`config.mk`:
```
export PLATFORM = sky130hd
export DESIGN_NAME = pwm_timebase
export DESIGN_NICKNAME = d
export VERILOG_FILES = /design/src/rtl/pwm_tbase_pkg.sv /design/src/rtl/pwm_period_buf.sv /design/src/rtl/pwm_evt_decode.sv /design/src/rtl/pwm_tbase_core.sv /design/src/rtl/pwm_timebase.sv
export SDC_FILE = /design/constraint.sdc
export NUM_CORES = 1
export LEC_CHECK = 0
export ABC_AREA = 1
export CAP_MARGIN = 30
export CORE_ASPECT_RATIO = 0.7
export CORE_MARGIN = 5
export CORE_UTILIZATION = 50
export DETAILED_ROUTE_END_ITERATION = 16
export GPL_TIMING_DRIVEN = 0
export PLACE_DENSITY = 0.77
export SETUP_SLACK_MARGIN = 0.4
export SKIP_CTS_REPAIR_TIMING = 1
export SLEW_MARGIN = 20
export SYNTH_ARGS = -nofsm -noshare
export SYNTH_HDL_FRONTEND = slang
export SYNTH_HIERARCHICAL = 1
export SYNTH_SLANG_ARGS = --single-unit
```
`constraint.sdc`:
```
create_clock -name clk -period 8.93 [get_ports clk]
set_input_delay 1.786 -clock clk [delete_from_list [all_inputs] [get_ports clk]]
set_output_delay 1.786 -clock clk [all_outputs]
set_load 0.02 [all_outputs]
```
`src/rtl/pwm_tbase_pkg.sv`:
```
package pwm_tbase_pkg;

   typedef enum logic {
      MODE_DOWN   = 1'b0,
      MODE_UPDOWN = 1'b1
   } cnt_mode_e;

   typedef enum logic [1:0] {
      STEP_HOLD   = 2'd0,
      STEP_RELOAD = 2'd1,
      STEP_INC    = 2'd2,
      STEP_DEC    = 2'd3
   } cnt_step_e;

endpackage

```
`src/rtl/pwm_period_buf.sv`:
```
module pwm_period_buf #(
   parameter int W          = 16,
   parameter bit HAS_GLOBAL = 1'b1
) (
   input  logic         clk,
   input  logic         rst,
   input  logic         at_zero,
   input  logic         upd_global,
   input  logic         wr_en,
   input  logic [W-1:0] wr_data,
   input  logic         gupd_req,
   output logic [W-1:0] period_q,
   output logic [W-1:0] period_nxt
);

   logic [W-1:0] shadow_q;
   logic         pend_q;
   logic         gate;
   logic         commit;

   // Request gating: a generate variant with or without the global path.
   if (HAS_GLOBAL) begin : g_global
      logic greq_q;
      always_ff @(posedge clk) begin
         if (rst) greq_q <= 1'b0;
         else     greq_q <= (greq_q & ~commit) | gupd_req;
      end
      assign gate = upd_global ? greq_q : 1'b1;
   end else begin : g_local_only
      logic unused_global;
      assign unused_global = upd_global ^ gupd_req;
      assign gate = 1'b1;
   end

   assign commit     = pend_q & at_zero & gate;
   assign period_nxt = commit ? shadow_q : period_q;

   always_ff @(posedge clk) begin
      if (rst) begin
         shadow_q <= '0;
         pend_q   <= 1'b0;
         period_q <= '0;
      end else begin
         period_q <= period_nxt;
         pend_q   <= wr_en | (pend_q & ~commit);
         if (wr_en) shadow_q <= wr_data;
      end
   end

endmodule

```
`src/rtl/pwm_evt_decode.sv`:
```
module pwm_evt_decode #(
   parameter int W = 16
) (
   input  logic [W-1:0] count,
   input  logic [W-1:0] period,
   output logic         evt_zero,
   output logic         evt_match
);

   assign evt_zero  = (count == '0);
   assign evt_match = (count == period);

endmodule

```
`src/rtl/pwm_tbase_core.sv`:
```
module pwm_tbase_core
   import pwm_tbase_pkg::*;
#(
   parameter int W = 16
) (
   input  logic         clk,
   input  logic         rst,
   input  logic         en,
   input  logic         mode_updown,
   input  logic         at_zero,
   input  logic [W-1:0] period_nxt,
   output logic [W-1:0] count_q
);

   localparam logic [W-1:0] ONE = W'(1);

   cnt_mode_e    mode;
   cnt_step_e    step;
   logic         dir_up_q;
   logic         dir_up_d;
   logic [W-1:0] reload_val;

   assign mode = cnt_mode_e'(mode_updown);

   always_comb begin
      if (mode == MODE_DOWN)     reload_val = period_nxt;
      else if (period_nxt == '0) reload_val = '0;
      else                       reload_val = ONE;
   end

   always_comb begin
      step     = STEP_HOLD;
      dir_up_d = dir_up_q;
      if (en) begin
         if (at_zero) begin
            step     = STEP_RELOAD;
            dir_up_d = 1'b1;
         end else if (mode == MODE_DOWN) begin
            step = STEP_DEC;
         end else if (dir_up_q && (count_q < period_nxt)) begin
            step = STEP_INC;
         end else begin
            step     = STEP_DEC;
            dir_up_d = 1'b0;
         end
      end
   end

   always_ff @(posedge clk) begin
      if (rst) begin
         count_q  <= '0;
         dir_up_q <= 1'b1;
      end else begin
         dir_up_q <= dir_up_d;
         unique case (step)
            STEP_RELOAD: count_q <= reload_val;
            STEP_INC:    count_q <= count_q + ONE;
            STEP_DEC:    count_q <= count_q - ONE;
            default:     count_q <= count_q;
         endcase
      end
   end

endmodule

```
`src/rtl/pwm_timebase.sv`:
```
module pwm_timebase #(
   parameter int CNT_W      = 16,
   parameter bit HAS_GLOBAL = 1'b1
) (
   input  logic             clk,
   input  logic             rst,
   input  logic             en,
   input  logic             mode_updown,
   input  logic             upd_global,
   input  logic             wr_en,
   input  logic [CNT_W-1:0] wr_data,
   input  logic             gupd_req,
   output logic [CNT_W-1:0] count,
   output logic [CNT_W-1:0] period,
   output logic             evt_match,
   output logic             evt_zero
);

   if (CNT_W < 2) begin : g_bad_width
      $error("pwm_timebase: CNT_W must be at least 2");
   end

   logic [CNT_W-1:0] period_nxt;

   pwm_evt_decode #(.W(CNT_W)) u_dec (
      .count     (count),
      .period    (period),
      .evt_zero  (evt_zero),
      .evt_match (evt_match)
   );

   pwm_period_buf #(.W(CNT_W), .HAS_GLOBAL(HAS_GLOBAL)) u_buf (
      .clk        (clk),
      .rst        (rst),
      .at_zero    (evt_zero),
      .upd_global (upd_global),
      .wr_en      (wr_en),
      .wr_data    (wr_data),
      .gupd_req   (gupd_req),
      .period_q   (period),
      .period_nxt (period_nxt)
   );

   pwm_tbase_core #(.W(CNT_W)) u_core (
      .clk         (clk),
      .rst         (rst),
      .en          (en),
      .mode_updown (mode_updown),
      .at_zero     (evt_zero),
      .period_nxt  (period_nxt),
      .count_q     (count)
   );

endmodule

```
## Word level (Yosys, flattened, before mapping)

Index checks and enable logic that the tools add are counted.

- Flip-flop bits (word level): 51
- Output and inout port bits: 34
- Word-level logic and storage cells: 39
- Input bits: 23

- Reductions and logical operators: 6
- Muxes and demuxes: 12
- Add/subtract/negate cells: 2
- $lt $le $gt $ge: 1
- Bitwise logic cells: 7
- Equality and inequality tests: 5

Operator list:

| kind | number |
|---|---|
| 16-bit one-hot mux with 3 select lines | 1 |
| 16-bit zero test | 2 |
| 16-bit 2-to-1 mux | 2 |
| 16-bit by 1-bit adder with 16-bit output (second input constant) | 1 |
| 16-bit == test | 1 |
| 16-bit less-than comparator | 1 |
| 16-bit by 1-bit subtractor with 16-bit output (second input constant) | 1 |
| 1-bit 2-to-1 mux | 6 |
| 2-bit 2-to-1 mux | 3 |
| 1-bit bitwise AND | 4 |
| 2-bit == test (second input constant) | 2 |
| 3-bit AND reduction | 1 |
| 3-bit nonzero test | 1 |
| 2-bit by 1-bit == test with 1-bit output (second input constant) | 1 |
| 2-bit != test (second input constant) | 1 |
| 1-bit OR | 2 |
| 2-bit nonzero test | 1 |
| 1-bit logical AND | 1 |
| 1-bit inverter | 1 |

## Longest topological paths before layout

- Depth after elaboration: 12
- Gate-level depth with buffers: 31
- Gate-level depth less buffers: 31

## Modules after synthesis

Netlist, hierarchy kept.

Modules (own cells, without submodules):

| module | cells each | area an instance (µm²) | times used | seq. area each (µm²) |
|---|---|---|---|---|
| pwm_tbase_core | 269 | 1841.8 | 1 | 340.3 |
| pwm_period_buf | 198 | 1525.2 | 1 | 680.7 |
| pwm_evt_decode | 58 | 282.8 | 1 | 0.0 |

## Least setup slack after synthesis

No wires, ideal clock.

- Kind: input port to flip-flop
- From: input upd_global
- To: register u_core.count_q[14]
- Data arrival time: 4.755 ns
- Stages on the path: 26
- Library setup time: 0.117 ns
- Required time: 8.813 ns
- Path slack: 4.058 ns
- Buffers on the path: 1
- Cell sequence: nand2_4 -> nand2_8 -> buf_12 -> nand2_2 -> nand2_2 -> inv_1 -> inv_1 -> ha_1 -> nand2_1 -> inv_1 -> nor2_1 -> o21ai_0 -> a21oi_1 -> nand4_2 -> nand3_2 -> inv_1 -> ha_1 -> a21oi_1 -> o21ai_0 -> nand2_1 -> nand3_2 -> a21oi_2 -> o21bai_2 -> xor2_1 -> a21oi_1 -> nor2_1

- Cells in the longest elaborated chain, start to end: 11
- Elaborated cells between the ends (all ways): 15
- Classes of those cells: order compare (1); eq/ne (3); mux (8); bitwise (1); reduce/logical (2)

Ends and longest elaborated chain:

| what | RTL line | source |
|---|---|---|
| start: declaration | pwm_timebase.sv:9 | `input logic upd_global,` |
| 1-bit 2-to-1 mux (*) | pwm_period_buf.sv:28 | `assign gate = upd_global ? greq_q : 1'b1;` |
| 1-bit bitwise AND (*) | pwm_period_buf.sv:35 | `assign commit = pend_q & at_zero & gate;` |
| 16-bit 2-to-1 mux (*) | pwm_period_buf.sv:36 | `assign period_nxt = commit ? shadow_q : period_q;` |
| net period_nxt[9] | pwm_timebase.sv:23 | `logic [CNT_W-1:0] period_nxt;` |
| 16-bit less-than comparator (*) | pwm_tbase_core.sv:40 | `end else if (dir_up_q && (count_q < period_nxt)) begin` |
| 1-bit logical AND (*) | pwm_tbase_core.sv:40 |  |
| 1-bit 2-to-1 mux (*) | pwm_tbase_core.sv:40 |  |
| 2-bit 2-to-1 mux (*) | pwm_tbase_core.sv:38 | `end else if (mode == MODE_DOWN) begin` |
| 2-bit 2-to-1 mux (*) | pwm_tbase_core.sv:35 | `if (at_zero) begin` |
| 2-bit 2-to-1 mux (*) | pwm_tbase_core.sv:34 | `if (en) begin` |
| 2-bit == test or 2-bit by 1-bit == test with 1-bit output (tied branches) | pwm_tbase_core.sv:55 | `unique case (step)` |
| 16-bit one-hot mux with 3 select lines or 3-bit nonzero test (tied branches) | - |  |
| end signal: assignment | pwm_tbase_core.sv:56 | `STEP_RELOAD: count_q <= reload_val;` |
| end signal: assignment | pwm_tbase_core.sv:57 | `STEP_INC: count_q <= count_q + ONE;` |
| end signal: assignment | pwm_tbase_core.sv:58 | `STEP_DEC: count_q <= count_q - ONE;` |
| end: declaration | pwm_tbase_core.sv:12 | `output logic [W-1:0] count_q` |

Mark *: on every way through the listed nets, which the timed path passes. The rest lies on a longest branch.
A chain may end at the register's enable or synchronous reset.

## Worst setup path after layout

- From: input upd_global
- To: register u_core.count_q[15]

Same word-level chain as after synthesis.

==> metrics.cfg <==
[drt]
wl_um = 9730
drtPass1Iterations = 5
post-route-drc-count = 0
vias = 3610
drtIter0Drc = 219
postRouteAntennaNets = 0
wl_per_cell_um = 14.2
viasPerCell = 5.25

[timing]
tightest_slew_ns = 0.591
final.setup.tns_ns = 0
finalMaxSlewViolations = 0
setup_viol = 0
hold_ws_ns = 0.474
skew_ns = 0.00511
hold_violations = 0
rsz0062_at_grt = false
fin_crit_sh_pct = 66.0
relSlewSlack_pct = 60.5
fmax_mhz = 170
fin_ws_ns = 3.04
period_minus_slack_ns = 5.89

[global_routing]
grt_pass1_vias = 3461
grt_usage_pct = 21.9
grt_overflow = 0
grt_first_pass_wirelength_um = 16400
met1_usage_pct = 30.4
grtUsageMet2_pct = 34.9
grt_start_max_net_pins = 17
busiest_layer = met2
antenna_found_initial = 0
met3_usage_pct = 5.38

[power]
leakagePower_nw = 2.00
power_density_nw_per_um2 = 153
ir_drop_uv = 81.4
total_power_uw = 678

[cells_and_area]
area_growth_pct = 21.2
final_nets = 641
num_antenna_cells = 0
fillers = 678
multi_input_area_um2 = 2160
fin_util_pct = 61.5
final_layout_size_suffix_gt1_share_pct = 11.0
ff_latch_area_um2 = 1020

[hold_path]
hold_path.class = reg2reg
hold_path.startpoint = u_buf/shadow_q[0]$_SDFFE_PP0P_

[placement]
gp_congestion = 0.911
dp_slack_ns = 2.91
io_buffers = 56
place_hpwl_um = 7780

[clock_network]
clkLatencyLatePin_ns = 0.31
h-tree-depth = 2
cts_buffer_depth = 2
tritoncts = built
cts_buffers = 5
cts-root-buf = clkbuf_8
cts.clk_slew.worst_paths_ns = 0.09
numClockSinks = 51

[yosys]
yosys_warnings = 6
syn_area_per_cell_um2 = 6.95
synth_edf_count = 0
ys_ff_latch = 51
async_flop_share_pct = 0
netlist_area_um2 = 3650
postSynthCellCount = 525
synthDistinctLibCells = 44
synthesis.nets = 578
synth-seq-area-share_pct = 28.0
synth_top_flop_cell = dfxtp_1

[flow_run]
maxCapViolCount = 0

[outcome]
status = finished, final reports clean

[setup_path]
worstPathMaxFanout = 14
critPathCaptureType = register
slowest_stage = clkdlybuf4s50_1
cp-start-kind = input pin
crit_family = simple AND/OR/NAND/NOR gates
cp.required_ns = 9.17
cp.arrival_ns = 6.13
path_common_cell = nand3_1
crit_start = upd_global
path_buf_inv = 5
worstReg2RegStart = u_core/count_q[10]$_SDFFE_PP0P_
crit_path_cell_trace = clkdlybuf4s50_1 > nand2_4 > buf_4 > nand3_1 > nand2_2 > inv_1 > inv_1 > ha_1 > nand2_1 > nor4_1 > nand2_1 > nand4_2 > nand3_2 > inv_1 > ha_1 > nand3_1 > nand3_1 > nand3_1 > nand4_2 > a21oi_1 > nand3b_1 > nand3_1 > a21oi_1
critPathKind = in2reg
slowest_delay_ns = 0.50

[die]
core_area_um2 = 7190
die_w_um = 112
rows = 26
start_util_pct = 50.8
dieArea_um2 = 9140
fp.dieH_um = 81.5
ioPinCount = 57

metal layers:
| metal | wire length [µm] | share of wire [%] |
|---|---|---|
| met3 | 684 | 7.0 |
| met1 | 4760 | 49 |
| met2 | 4210 | 43 |
| met4 | 73 | 0.75 |
| met5 | 0 | 0 |
cell usage after synthesis (4+ instances only):
master | instances | area share [%]
clkbuf_1 | 5 | 0.51
o21ai_0 | 26 | 3.6
inv_1 | 95 | 9.8
nor4_1 | 8 | 1.4
nand3_1 | 25 | 3.4
a211oi_1 | 17 | 3.5
dfxtp_1 | 51 | 28
nand2_2 | 19 | 3.3
nand2_1 | 95 | 9.8
buf_2 | 7 | 0.96
nor2_2 | 9 | 1.5
xnor2_1 | 14 | 3.4
a31oi_1 | 13 | 2.2
a21oi_1 | 28 | 3.8
ha_1 | 29 | 9.9
nor2_1 | 40 | 4.1
xor2_1 | 4 | 0.96
area by class of cell:
type / count / area share (%)
well taps: 98 / 2.77
multi-input cells: 360 / 48.8
inverters: 99 / 8.52
clock buffers: 5 / 1.56
clock inverters: 3 / 0.453
flip-flops and latches: 51 / 23.1
repair buffers: 56 / 12.7
plain buffers: 15 / 2.15
registers in the layout (all words and copies together) (netlist names):
register,flops
u_buf/g_global.greq_q,1
u_buf/pend_q,1
u_buf/period_q,16
u_buf/shadow_q,16
u_core/count_q,16
u_core/dir_up_q,1
stage by stage:
stage / cells / cell area [µm²]
global placement: 679 / 4330
global route: 687 / 4420
CTS: 687 / 4420
finish: 687 / 4420
detailed placement: 679 / 4330
floorplan: 525 / 3650
cells by family (layout without fill, tap and decap cells):
family,count (synthesis),in the layout,share of synthesized area [%]
AND/OR/NAND/NOR,213,213,27.8
adder cells (fa/ha/maj),30,30,10.5
flip-flops,51,51,28.0
AO/OA/AOI/OAI,99,99,16.5
buffers and inverters,114,178,12.9
XOR/XNOR,18,18,4.32
worst reg2reg max path, cell delays in order, from the launching register on:
cell and delay (ns):
dfxtp_1 0.40, nor4_1 0.51, nand2_1 0.10, nor2_1 0.49
nand2_2 0.16, clkinv_4 0.14, nand2_8 0.08, buf_12 0.16
nand2_2 0.07, nand2_2 0.06, inv_1 0.07, inv_1 0.05
ha_1 0.29, nand2_1 0.09, nor4_1 0.33, nand2_1 0.13
nand4_2 0.11, nand3_2 0.14, inv_1 0.42, ha_1 0.38
nand3_1 0.11, nand3_1 0.18, nand3_1 0.16, nand4_2 0.17
a21oi_1 0.31, nand3b_1 0.16, nand3_1 0.10, a21oi_1 0.14
power by group:
part           internal (mW)  switching [mW]
clock                 0.0547          0.0803
sequential             0.244          0.0228
combinational          0.113           0.163
layout by cell type, fill, tap and decap left out, drive strengths merged, types with 17 or more instances in the layout:
cell,count
a211oi,17
a21oi,30
clkdlybuf4s50,56
dfxtp,51
ha,29
inv,98
nand2,117
nand3,28
nor2,50
o21ai,30
final timing paths:
path                                endpoint  slack (ns)  cells after the start
max          u_core/count_q[15]$_SDFFE_PP0P_        3.04                     23
min           u_buf/shadow_q[0]$_SDFFE_PP0P_        0.47                      2
max reg2reg  u_core/count_q[15]$_SDFFE_PP0P_        3.38                     27
min reg2reg   u_buf/shadow_q[0]$_SDFFE_PP0P_        0.47                      2
No activity file was read; power rests on OpenSTA's default activity.
